[config.mk]
export PLATFORM = sky130hd
export DESIGN_NAME = cycle_master_timer
export DESIGN_NICKNAME = d
export VERILOG_FILES = /design/src/rtl/cm_pkg.sv /design/src/rtl/cm_datapath.sv /design/src/rtl/cm_control.sv /design/src/rtl/cycle_master_timer.sv
export SDC_FILE = /design/constraint.sdc
export NUM_CORES = 1
export LEC_CHECK = 0
export ABC_AREA = 0
export BUFFER_PORTS_ARGS = -buffer_cell sky130_fd_sc_hd__buf_2
export CAP_MARGIN = 40
export CORE_MARGIN = 3
export CORE_UTILIZATION = 40
export DETAILED_ROUTE_END_ITERATION = 8
export HOLD_SLACK_MARGIN = 0.06
export PLACE_DENSITY = 0.61
export SLEW_MARGIN = 0
export SYNTH_ARGS = -nofsm -noshare
export SYNTH_HDL_FRONTEND = slang
export SYNTH_SLANG_ARGS = --single-unit
[constraint.sdc]
create_clock -name clk -period 2.3 [get_ports clk]
set_clock_uncertainty 0.05 [all_clocks]
set_input_delay 0.115 -clock clk [delete_from_list [all_inputs] [get_ports clk]]
set_output_delay 0.115 -clock clk [all_outputs]
set_load 0.01 [all_outputs]
[src/rtl/cm_pkg.sv]
package cm_pkg;
  // Strobes from the control FSM into the datapath
  typedef struct packed {
    logic captureDelay;  // copy running delay into startDelay
    logic clearIso;      // drop the per-cycle isochronous tally
  } cmStrobe_t;
endpackage

[src/rtl/cm_datapath.sv]
module cm_datapath
  import cm_pkg::*;
#(
  parameter int CYCLE_TICKS = 3072,
  parameter int ISO_LIMIT   = 2458,
  parameter int DELAY_W     = 12,
  parameter int COUNT_W     = 13
) (
  input  logic               clk,
  input  logic               rstN,
  input  logic               isoActive,
  input  cmStrobe_t          strobe,
  output logic               boundary,
  output logic               isoOver,
  output logic [DELAY_W-1:0] startDelay,
  output logic [COUNT_W-1:0] cycleCount
);
  localparam int TICK_W = $clog2(CYCLE_TICKS);
  localparam int ISO_W  = $clog2(ISO_LIMIT + 1);
  localparam logic [TICK_W-1:0]  LAST_TICK = TICK_W'(CYCLE_TICKS - 1);
  localparam logic [ISO_W-1:0]   ISO_CAP   = ISO_W'(ISO_LIMIT);
  localparam logic [DELAY_W-1:0] DELAY_MAX = '1;

  logic [TICK_W-1:0]  tickCnt;
  logic [DELAY_W-1:0] delayCnt;
  logic [ISO_W-1:0]   isoCnt;

  assign boundary = (tickCnt == LAST_TICK);
  assign isoOver  = isoActive && (isoCnt >= ISO_CAP);

  // Free-running nominal timer and cycle number
  always_ff @(posedge clk or negedge rstN) begin
    if (!rstN) begin
      tickCnt    <= '0;
      cycleCount <= '0;
    end else if (boundary) begin
      tickCnt    <= '0;
      cycleCount <= cycleCount + COUNT_W'(1);
    end else begin
      tickCnt <= tickCnt + TICK_W'(1);
    end
  end

  // Ticks since the last boundary, saturating
  always_ff @(posedge clk or negedge rstN) begin
    if (!rstN)                     delayCnt <= '0;
    else if (boundary)             delayCnt <= '0;
    else if (delayCnt != DELAY_MAX) delayCnt <= delayCnt + DELAY_W'(1);
  end

  // Per-cycle isochronous occupancy tally, saturating at the limit
  always_ff @(posedge clk or negedge rstN) begin
    if (!rstN)                             isoCnt <= '0;
    else if (boundary || strobe.clearIso)  isoCnt <= '0;
    else if (isoActive && isoCnt != ISO_CAP) isoCnt <= isoCnt + ISO_W'(1);
  end

  always_ff @(posedge clk or negedge rstN) begin
    if (!rstN)                   startDelay <= '0;
    else if (strobe.captureDelay) startDelay <= delayCnt;
  end
endmodule

[src/rtl/cm_control.sv]
module cm_control
  import cm_pkg::*;
(
  input  logic      clk,
  input  logic      rstN,
  input  logic      isRoot,
  input  logic      busIdle,
  input  logic      busReset,
  input  logic      swEnable,
  input  logic      boundary,
  input  logic      isoOver,
  output cmStrobe_t strobe,
  output logic      startReq
);
  logic pending;
  logic stopped;
  logic fire;

  assign fire = pending && busIdle && !boundary && isRoot && !busReset && !stopped;

  always_comb begin
    strobe              = '0;
    strobe.captureDelay = fire;
    strobe.clearIso     = busReset;
  end

  always_ff @(posedge clk or negedge rstN) begin
    if (!rstN)                              pending <= 1'b0;
    else if (busReset || !isRoot || stopped) pending <= 1'b0;
    else if (boundary)                      pending <= 1'b1;
    else if (fire)                          pending <= 1'b0;
  end

  // Over-allocation stop: sticky until bus reset or software enable
  always_ff @(posedge clk or negedge rstN) begin
    if (!rstN)                    stopped <= 1'b0;
    else if (busReset || swEnable) stopped <= 1'b0;
    else if (isRoot && isoOver)   stopped <= 1'b1;
  end

  always_ff @(posedge clk or negedge rstN) begin
    if (!rstN) startReq <= 1'b0;
    else       startReq <= fire;
  end
endmodule

[src/rtl/cycle_master_timer.sv]
module cycle_master_timer
  import cm_pkg::*;
#(
  parameter int CYCLE_TICKS = 3072,
  parameter int ISO_LIMIT   = 2458,
  parameter int DELAY_W     = 12,
  parameter int COUNT_W     = 13
) (
  input  logic               clk,
  input  logic               rstN,
  input  logic               isRoot,
  input  logic               busIdle,
  input  logic               isoActive,
  input  logic               busReset,
  input  logic               swEnable,
  output logic               startReq,
  output logic [DELAY_W-1:0] startDelay,
  output logic [COUNT_W-1:0] cycleCount
);
  cmStrobe_t strobe;
  logic boundary;
  logic isoOver;

  cm_control u_ctl (
    .clk(clk), .rstN(rstN), .isRoot(isRoot), .busIdle(busIdle),
    .busReset(busReset), .swEnable(swEnable), .boundary(boundary),
    .isoOver(isoOver), .strobe(strobe), .startReq(startReq)
  );

  cm_datapath #(
    .CYCLE_TICKS(CYCLE_TICKS), .ISO_LIMIT(ISO_LIMIT),
    .DELAY_W(DELAY_W), .COUNT_W(COUNT_W)
  ) u_dp (
    .clk(clk), .rstN(rstN), .isoActive(isoActive), .strobe(strobe),
    .boundary(boundary), .isoOver(isoOver),
    .startDelay(startDelay), .cycleCount(cycleCount)
  );
endmodule

# After elaboration in Yosys (flattened, before gate mapping)
# Index checks and enable logic that the tools add are counted.
# totals
inputBits	7
output_inout_bits	26
reg_bits	64
wordCells	46
# classes
order_cmp	1
muxes	10
n_eq_ne	3
reduce_logical	20
add_sub_neg	4
# ops
op	count
2-to-1 mux 12 bit	5
adder 12 x 1 -> 12 bit (second input constant)	3
!= test 12 bit (second input constant)	2
adder 13 x 1 -> 13 bit (second input constant)	1
== test 12 bit (second input constant)	1
>= comparator 12 bit (second input constant)	1
logical AND 1 bit	8
nonzero test 2 bit	3
2-to-1 mux 1 bit	5
zero test 1 bit	4
logical OR 1 bit	4
nonzero test 3 bit	1

# Depth between registers and ports, before layout
# Gate-level depths: netlist of run 1.
# logic_depth
ltp_word	9
ltp_mapped	7
ltp_nobuf	6

# Cells and area by module
# Synthesis of run 1 repeated with hierarchy kept, for this count alone.
# hier_totals
cells_unflattened	272
area_unflattened_um2	3041.7
# modules_own_cells
mod	cells_each	area_per_inst_um2	instances	seq_area_each_um2
cm_datapath	259	2904.0	1	1526.5
cm_control	13	137.6	1	75.1

# Worst setup path after synthesis of run 1
# Ideal clock, no wire load.
# synth_timing
kind	register -> register
start	register u_dp.tickCnt[0]
end	register u_dp.startDelay[10]
stages_incl_launch_ff	8
synth_period_minus_slack_ns	2.106
arrival_ns	1.930
n_path_buf	2
setup_time_ns	0.125
slack_ns	0.194
required_time_ns	2.125
cell_sequence	dfrtp_1 -> ha_1 -> nand3_1 -> or4_4 -> buf_6 -> nand4_4 -> buf_12 -> mux2_4
# synth_between
elab_chain_cells	6
# synth_lines
element	line_no	rtl
start, declared	cm_datapath.sv:24	logic [TICK_W-1:0] tickCnt;
start signal, assigned	cm_datapath.sv:40	tickCnt <= tickCnt + TICK_W'(1);
== test 12 bit	cm_datapath.sv:28	assign boundary = (tickCnt == LAST_TICK);
zero test 1 bit	cm_control.sv:19	assign fire = pending && busIdle && !boundary && isRoot && !busReset && !stopped;
logical AND 1 bit (4 in series)	cm_control.sv:19	
end signal, assigned	cm_datapath.sv:60	else if (strobe.captureDelay) startDelay <= delayCnt;
end, declared	cm_datapath.sv:15	output logic [DELAY_W-1:0] startDelay,
# No other way between the ends.
# A chain may end at the register's enable or synchronous reset.

# Worst setup path after layout of run 1
# layout_timing
start	register u_dp.tickCnt[0]
end	register u_dp.startDelay[1]
# The elaborated chain is that of the path after synthesis.

==> out/metrics.cfg, run 1 <==
[synthesis]
synth-edff-count=0
yosysTopAreaCellShare=0.524
synthTopCellsByCount=dfrtp_1 (64), nor2_1 (36), xnor2_1 (21), nand2_1 (20), nand3_1 (15)
yosys_warnings=0
yosysTopAreaCell=dfrtp_1
syn_nets=289
synth_cells=277
ys_ff_latch=64
ys_async_sr_fraction=1.00
synth_cell_types=46
synth.area.top_cells=dfrtp_1 (52%), xnor2_1 (6.0%), mux2_4 (4.4%)
seq_area_frac_synth=0.524
yosys.cell_count.top_type=dfrtp_1
syn_area_um2=3050
syn_area_per_cell_um2=11.0
dominantRegCellSynth=dfrtp_1

[die]
rows=31
fp.dieW_um=93.4
dieArea_um2=8720
ioPinCount=33
initial_core_util=0.417
core_um2=7330
die_height_um=93.4

[setup_path]
cp-end-kind=flop
cp-start-kind=flop
r2r-end=u_dp.startDelay[1]
r2r_slack_ns=0.16
slowest_stage=or4_4
r2r_cells=5
critPathBufInv=0
cp_data_required_time_ns=2.47
r2r-start=u_dp.tickCnt[0]
worstPathMaxFanout=13
crit_family=simple AND/OR/NAND/NOR gates
crit_path_cell_trace=ha_1 -> nand3_1 -> or4_4 -> nand4_4 -> mux2_2
path_class=reg -> reg
slowest_delay_ns=0.60
worst_ep_arrival_time_ns=2.31

[detailed_routing]
wl_per_cell_um=12.9
wl_um=5550
dr.pass1.iters=4
via_count=2166
detail-route-antenna-nets=0
drc=0
drt_iter0_drc=66
vias_per_cell=5.03

[clock_network]
numCtsBuffers=9
clock-root-buffer=clkbuf_8
cts_tree=yes
path_clk_slew_ns=0.07
cts.sinks=64
worstSkewPairLatency_ns=0.34
ctsResizeCount=0
htreeDepth=3
postCtsSetupBuffers=0
clk_path_buf_depth=2
cts_hold_buf=4

[sta]
setup_slack_ns=0.161
setup_viol=0
setup_tns_ns=0
rsz0062_at_grt=no
fin_crit_ns=2.14
fmax_ghz=0.468
fin_crit_sh=0.930
hold_viol_final=0
slew-limit-headroom=0.652
slew_violations=0
worst_pin_slew_ns=0.517

[place]
port_buffers=32
hpwl_um=3780
pre_cts_slack_ns=0.160
gp_congestion=0.764

[final_layout]
nets=339
syn2layout_area_growth_pct=18.4
antenna_cells=0
drive_gt1_frac=0.220

[hold_path]
worstHoldEndpoint=u_dp.isoCnt[2]
holdPathStages=4
hold_class=in -> reg
hold_path.startpoint=isoActive

[grt]
overflow=0
grt_util_all_layers=0.142
grt_max_degree=65
grt_pass1_vias=2081
antenna_found_initial=0
grt_pass1_wl_um=9750

[power]
ir_drop_v=0.000409
p_leak_nw=1.69
p_per_area_nw_per_um2=620

[flow_run]
maxCapViolCount=0

[outcome]
status=complete, no violations

stage by stage:
stage | cell area, um^2 | hold slack [ns] | util | cells | power, W
CTS | 3620 | 0.0752 | 0.493 | 431 | 0.00228
global route | 3620 | 0.0885 | 0.493 | 431 | 0.00233
finish | 3620 | 0.0965 | 0.493 | 431 | 0.00224
floorplan | 3050 | -0.231 | - | 277 | 0.00117
global placement | 3360 | 0.104 | 0.459 | 411 | 0.00121
detailed placement | 3360 | 0.106 | 0.459 | 411 | 0.00121
kinds of logic after synthesis:
kind of cell               Yosys count  synth area share
and+or+nand+nor                    127             0.227
DFF                                 64             0.524
xor gates and xnor gates            30            0.0860
AOI/OAI and AO/OA                   23            0.0479
muxes                               17            0.0717
buffers and inverters               11            0.0221
adders and majority gates            5            0.0205
worst max-delay path by stage:
stage               startpoint             endpoint  depth (start not counted)
2_1_floorplan  u_dp.tickCnt[0]  u_dp.startDelay[10]                          7
6_report       u_dp.tickCnt[0]   u_dp.startDelay[1]                          5
3_5_place_dp   u_dp.tickCnt[0]   u_dp.startDelay[1]                          5
3_3_place_gp   u_dp.tickCnt[0]   u_dp.startDelay[1]                          5
5_1_grt        u_dp.tickCnt[0]   u_dp.startDelay[2]                          5
4_1_cts        u_dp.tickCnt[0]   u_dp.startDelay[1]                          5
state kept, by name, indices dropped and copies added (netlist names):
register         cells
u_ctl.stopped        1
u_ctl.pending        1
u_dp.cycleCount     13
u_dp.tickCnt        12
u_ctl.startReq       1
u_dp.isoCnt         12
u_dp.startDelay     12
u_dp.delayCnt       12
power breakdown:
group          total [W]  switching [W]  internal, W
Sequential       0.00113     0.00000511      0.00113
Clock            0.00105       0.000409     0.000640
Combinational  0.0000570      0.0000365    0.0000205
Total            0.00224       0.000451      0.00179
worst register-to-register path: cells and delay by family (launching register included):
kind,cells,cell delay (ns)
AND/OR/NAND/NOR,3,0.99
adder cells (fa/ha/maj),1,0.21
multiplexers,1,0.38
flip-flops,1,0.39
metal layers:
layer  vias up  wire (um)  GRT usage
met4         0        100     0.0549
met3         8        269     0.0507
li1       1083          -          -
met5         -          0          0
met1      1031       2770      0.189
met2        44       2410      0.212
cell type report:
class / instances / area, um^2
Clock buffer: 13 / 149
Clock inverter: 3 / 65.1
Fill cell: 692 / 3710
Inverter: 7 / 26.3
Multi-Input combinational cell: 202 / 1390
Sequential cell: 64 / 1600
Tap cell: 99 / 124
Timing Repair Buffer: 43 / 265
layout by cell type, fill, tap and decap left out, drive strengths merged, types with 7 or more instances in the layout:
| cell type | instances |
|---|---|
| dfrtp | 64 |
| inv | 7 |
| buf | 39 |
| clkbuf | 13 |
| nand3 | 15 |
| nand2 | 20 |
| nor3 | 13 |
| nand4 | 13 |
| mux2 | 12 |
| nor2 | 36 |
| xor2 | 9 |
| xnor2 | 21 |
(Power assumes the default switching activity.)
==> run 2: changes to the inputs <==
--- a/config.mk
+++ b/config.mk
@@ -10,10 +10,12 @@
 export CAP_MARGIN = 40
 export CORE_MARGIN = 3
 export CORE_UTILIZATION = 40
+export CTS_CLUSTER_DIAMETER = 200
 export DETAILED_ROUTE_END_ITERATION = 8
 export HOLD_SLACK_MARGIN = 0.06
 export PLACE_DENSITY = 0.61
 export SLEW_MARGIN = 0
 export SYNTH_ARGS = -nofsm -noshare
 export SYNTH_HDL_FRONTEND = slang
+export SYNTH_HIERARCHICAL = 1
 export SYNTH_SLANG_ARGS = --single-unit
==> out/metrics.cfg, run 2 <==
[outcome]
status=complete, no violations  ; unchanged

[final_layout]
syn2layout_area_growth_pct=20.9  ; was 18.4%
largest_reg_flops=13  ; unchanged
final_common_cell=dfrtp_1  ; unchanged
regMostFlops=u_dp/cycleCount  ; was u_dp.cycleCount
antenna_cells=0  ; unchanged
nets=331  ; was 339
most-common-layout-cells=dfrtp_1 (61), buf_2 (32), nor2_1 (29)  ; was dfrtp_1 (64), nor2_1 (36), buf_2 (32)
final_util=0.501  ; was 0.493
drive_gt1_frac=0.272  ; was 0.220

[sta]
worst_pin_slew_ns=0.584  ; was 0.517 ns
slew-limit-headroom=0.607  ; was 0.652
fin_crit_ns=2.19  ; was 2.14 ns
hold_viol_final=0  ; unchanged
setup_tns_ns=0  ; unchanged
slew_violations=0  ; unchanged
setup_viol=0  ; unchanged
fin_crit_sh=0.952  ; was 0.930
fmax_ghz=0.457  ; was 0.468 GHz
hold_ws_ns=0.120  ; was 0.0965 ns

[detailed_routing]
wl_um=5770  ; was 5550 um
drc=0  ; unchanged
vias_per_cell=5.14  ; was 5.03
wl_per_cell_um=13.7  ; was 12.9 um
dr.pass1.iters=4  ; unchanged
via_count=2175  ; was 2166
drt_iter0_drc=78  ; was 66
detail-route-antenna-nets=0  ; unchanged

[grt]
antenna_found_initial=0  ; unchanged
overflow=0  ; unchanged
grt_max_degree=65  ; unchanged
grt_util_all_layers=0.148  ; was 0.142
grt_pass1_wl_um=10100  ; was 9750 um
grt_pass1_vias=2119  ; was 2081

[clock_network]
path_clk_slew_ns=0.08  ; was 0.07 ns
cts.sinks=64  ; unchanged
clk_path_buf_depth=2  ; unchanged
clock-root-buffer=clkbuf_8  ; unchanged
cts_tree=yes  ; unchanged
htreeDepth=3  ; unchanged
worstSkewPairLatency_ns=0.33  ; was 0.34 ns
numCtsBuffers=9  ; unchanged

[synthesis]
synthTopCellsByCount=dfrtp_1 (64), nor2_1 (29), xnor2_1 (22), nand2_1 (16), nand3_1 (14)  ; was dfrtp_1 (64), nor2_1 (36), xnor2_1 (21), nand2_1 (20), nand3_1 (15)
yosys.cell_count.top_type=dfrtp_1  ; unchanged
synth.area.top_cells=dfrtp_1 (53%), xnor2_1 (6.3%), mux2_2 (4.8%)  ; was dfrtp_1 (52%), xnor2_1 (6.0%), mux2_4 (4.4%)
syn_area_per_cell_um2=11.2  ; was 11.0 um^2
yosys_warnings=6  ; was 0
ys_async_sr_fraction=1.00  ; unchanged
synth-edff-count=0  ; unchanged
syn_area_um2=3040  ; was 3050 um^2
ys_ff_latch=64  ; unchanged
synth_cell_types=51  ; was 46
syn_nets=284  ; was 289
dominantRegCellSynth=dfrtp_1  ; unchanged
seq_area_frac_synth=0.527  ; was 0.524
yosysTopAreaCellShare=0.527  ; was 0.524
yosysTopAreaCell=dfrtp_1  ; unchanged
synth_cells=272  ; was 277

[die]
initial_core_util=0.415  ; was 0.417
dieArea_um2=8690  ; was 8720 um^2
ioPinCount=33  ; unchanged
die_height_um=93.2  ; was 93.4 um
core_um2=7330  ; unchanged
fp.dieW_um=93.2  ; was 93.4 um
rows=31  ; unchanged

[power]
ir_drop_v=0.000268  ; was 0.000409 V
p_per_area_nw_per_um2=670  ; was 620 nW/um^2
power_w=0.00246  ; was 0.00224 W
p_leak_nw=1.71  ; was 1.69 nW

[place]
gp_congestion=0.815  ; was 0.764
hpwl_um=3770  ; was 3780 um
port_buffers=32  ; unchanged

[setup_path]
worst_ep_arrival_time_ns=2.40  ; was 2.31 ns
r2r_slack_ns=0.11  ; was 0.16 ns
cp-start-kind=flop  ; unchanged
cp_data_required_time_ns=2.51  ; was 2.47 ns
path_class=reg -> reg  ; unchanged
cp-end-kind=flop  ; unchanged
worstPathMaxFanout=4  ; was 13

[flow_run]
maxCapViolCount=0  ; unchanged

[hold_path]
hold_class=in -> reg  ; unchanged

## run 2: worst max-delay path: stages (launching register included)
cell and delay, ns:
dfrtp_2 0.46, nor4bb_4 0.33, nand3_1 0.17, o221ai_2 0.16, and3_1 0.19, a21oi_1 0.07
nor3_1 0.13, dlygate4sd3_1 0.57
## run 2: final cells by class
cell class                      instances  area (um^2)
Tap cell                               99          124
Inverter                                7         26.3
Clock buffer                            9          124
Sequential cell                        64         1610
Fill cell                             667         3650
Multi-Input combinational cell        192         1370
Clock inverter                          7          144
Timing Repair Buffer                   45          287
## run 2: worst paths after layout
check / cells past startpoint / startpoint / endpoint
min: 3 / isRoot / u_ctl/pending
max reg2reg: 7 / u_dp/isoCnt[10] / u_ctl/stopped
max in group asynchronous: 3 / rstN / u_dp/isoCnt[9]
max: 7 / u_dp/isoCnt[10] / u_ctl/stopped
min in group asynchronous: 3 / rstN / u_dp/startDelay[1]
min reg2reg: 1 / u_dp/cycleCount[12] / u_dp/cycleCount[12]
## run 2: report_power, final
| part | switching [W] | internal [W] |
|---|---|---|
| Clock | 0.000438 | 0.000831 |
| Sequential | 0.00000632 | 0.00113 |
| Combinational | 0.0000380 | 0.0000214 |
## run 2: metal layers
| layer | track usage | wire, um | up-vias |
|---|---|---|---|
| met2 | 0.229 | 2840 | 46 |
| met4 | 0.0684 | 70 | 0 |
| met5 | 0 | 0 | - |
| met1 | 0.196 | 2650 | 1065 |
| li1 | - | - | 1058 |
| met3 | 0.0346 | 218 | 6 |
## run 2: kinds of logic after synthesis
group / Yosys count / synth area share
mux: 16 / 0.0580
xor+xnor: 31 / 0.0917
buf+inv: 16 / 0.0329
simple gates: 116 / 0.217
compound gates: 24 / 0.0535
fa+ha+maj: 5 / 0.0206
flops: 64 / 0.527
## run 2: repair_timing
action | 4_1_cts | 5_1_grt
resized for setup | 0 | 7
hold endpoints to repair | 66 | 0
hold buffers | 5 | 0
buffers inserted | 0 | 2
endpoints found under the setup margin | 0 | 1
## run 2: metrics by stage
stage          setup WS (ns)  cells  instance area, um^2
2_1_floorplan         0.0784    272                 3040
3_3_place_gp          0.0440    399                 3300
3_5_place_dp           0.211    400                 3310
4_1_cts               0.0581    421                 3630
5_1_grt              -0.0210    423                 3680
6_report               0.110    423                 3680
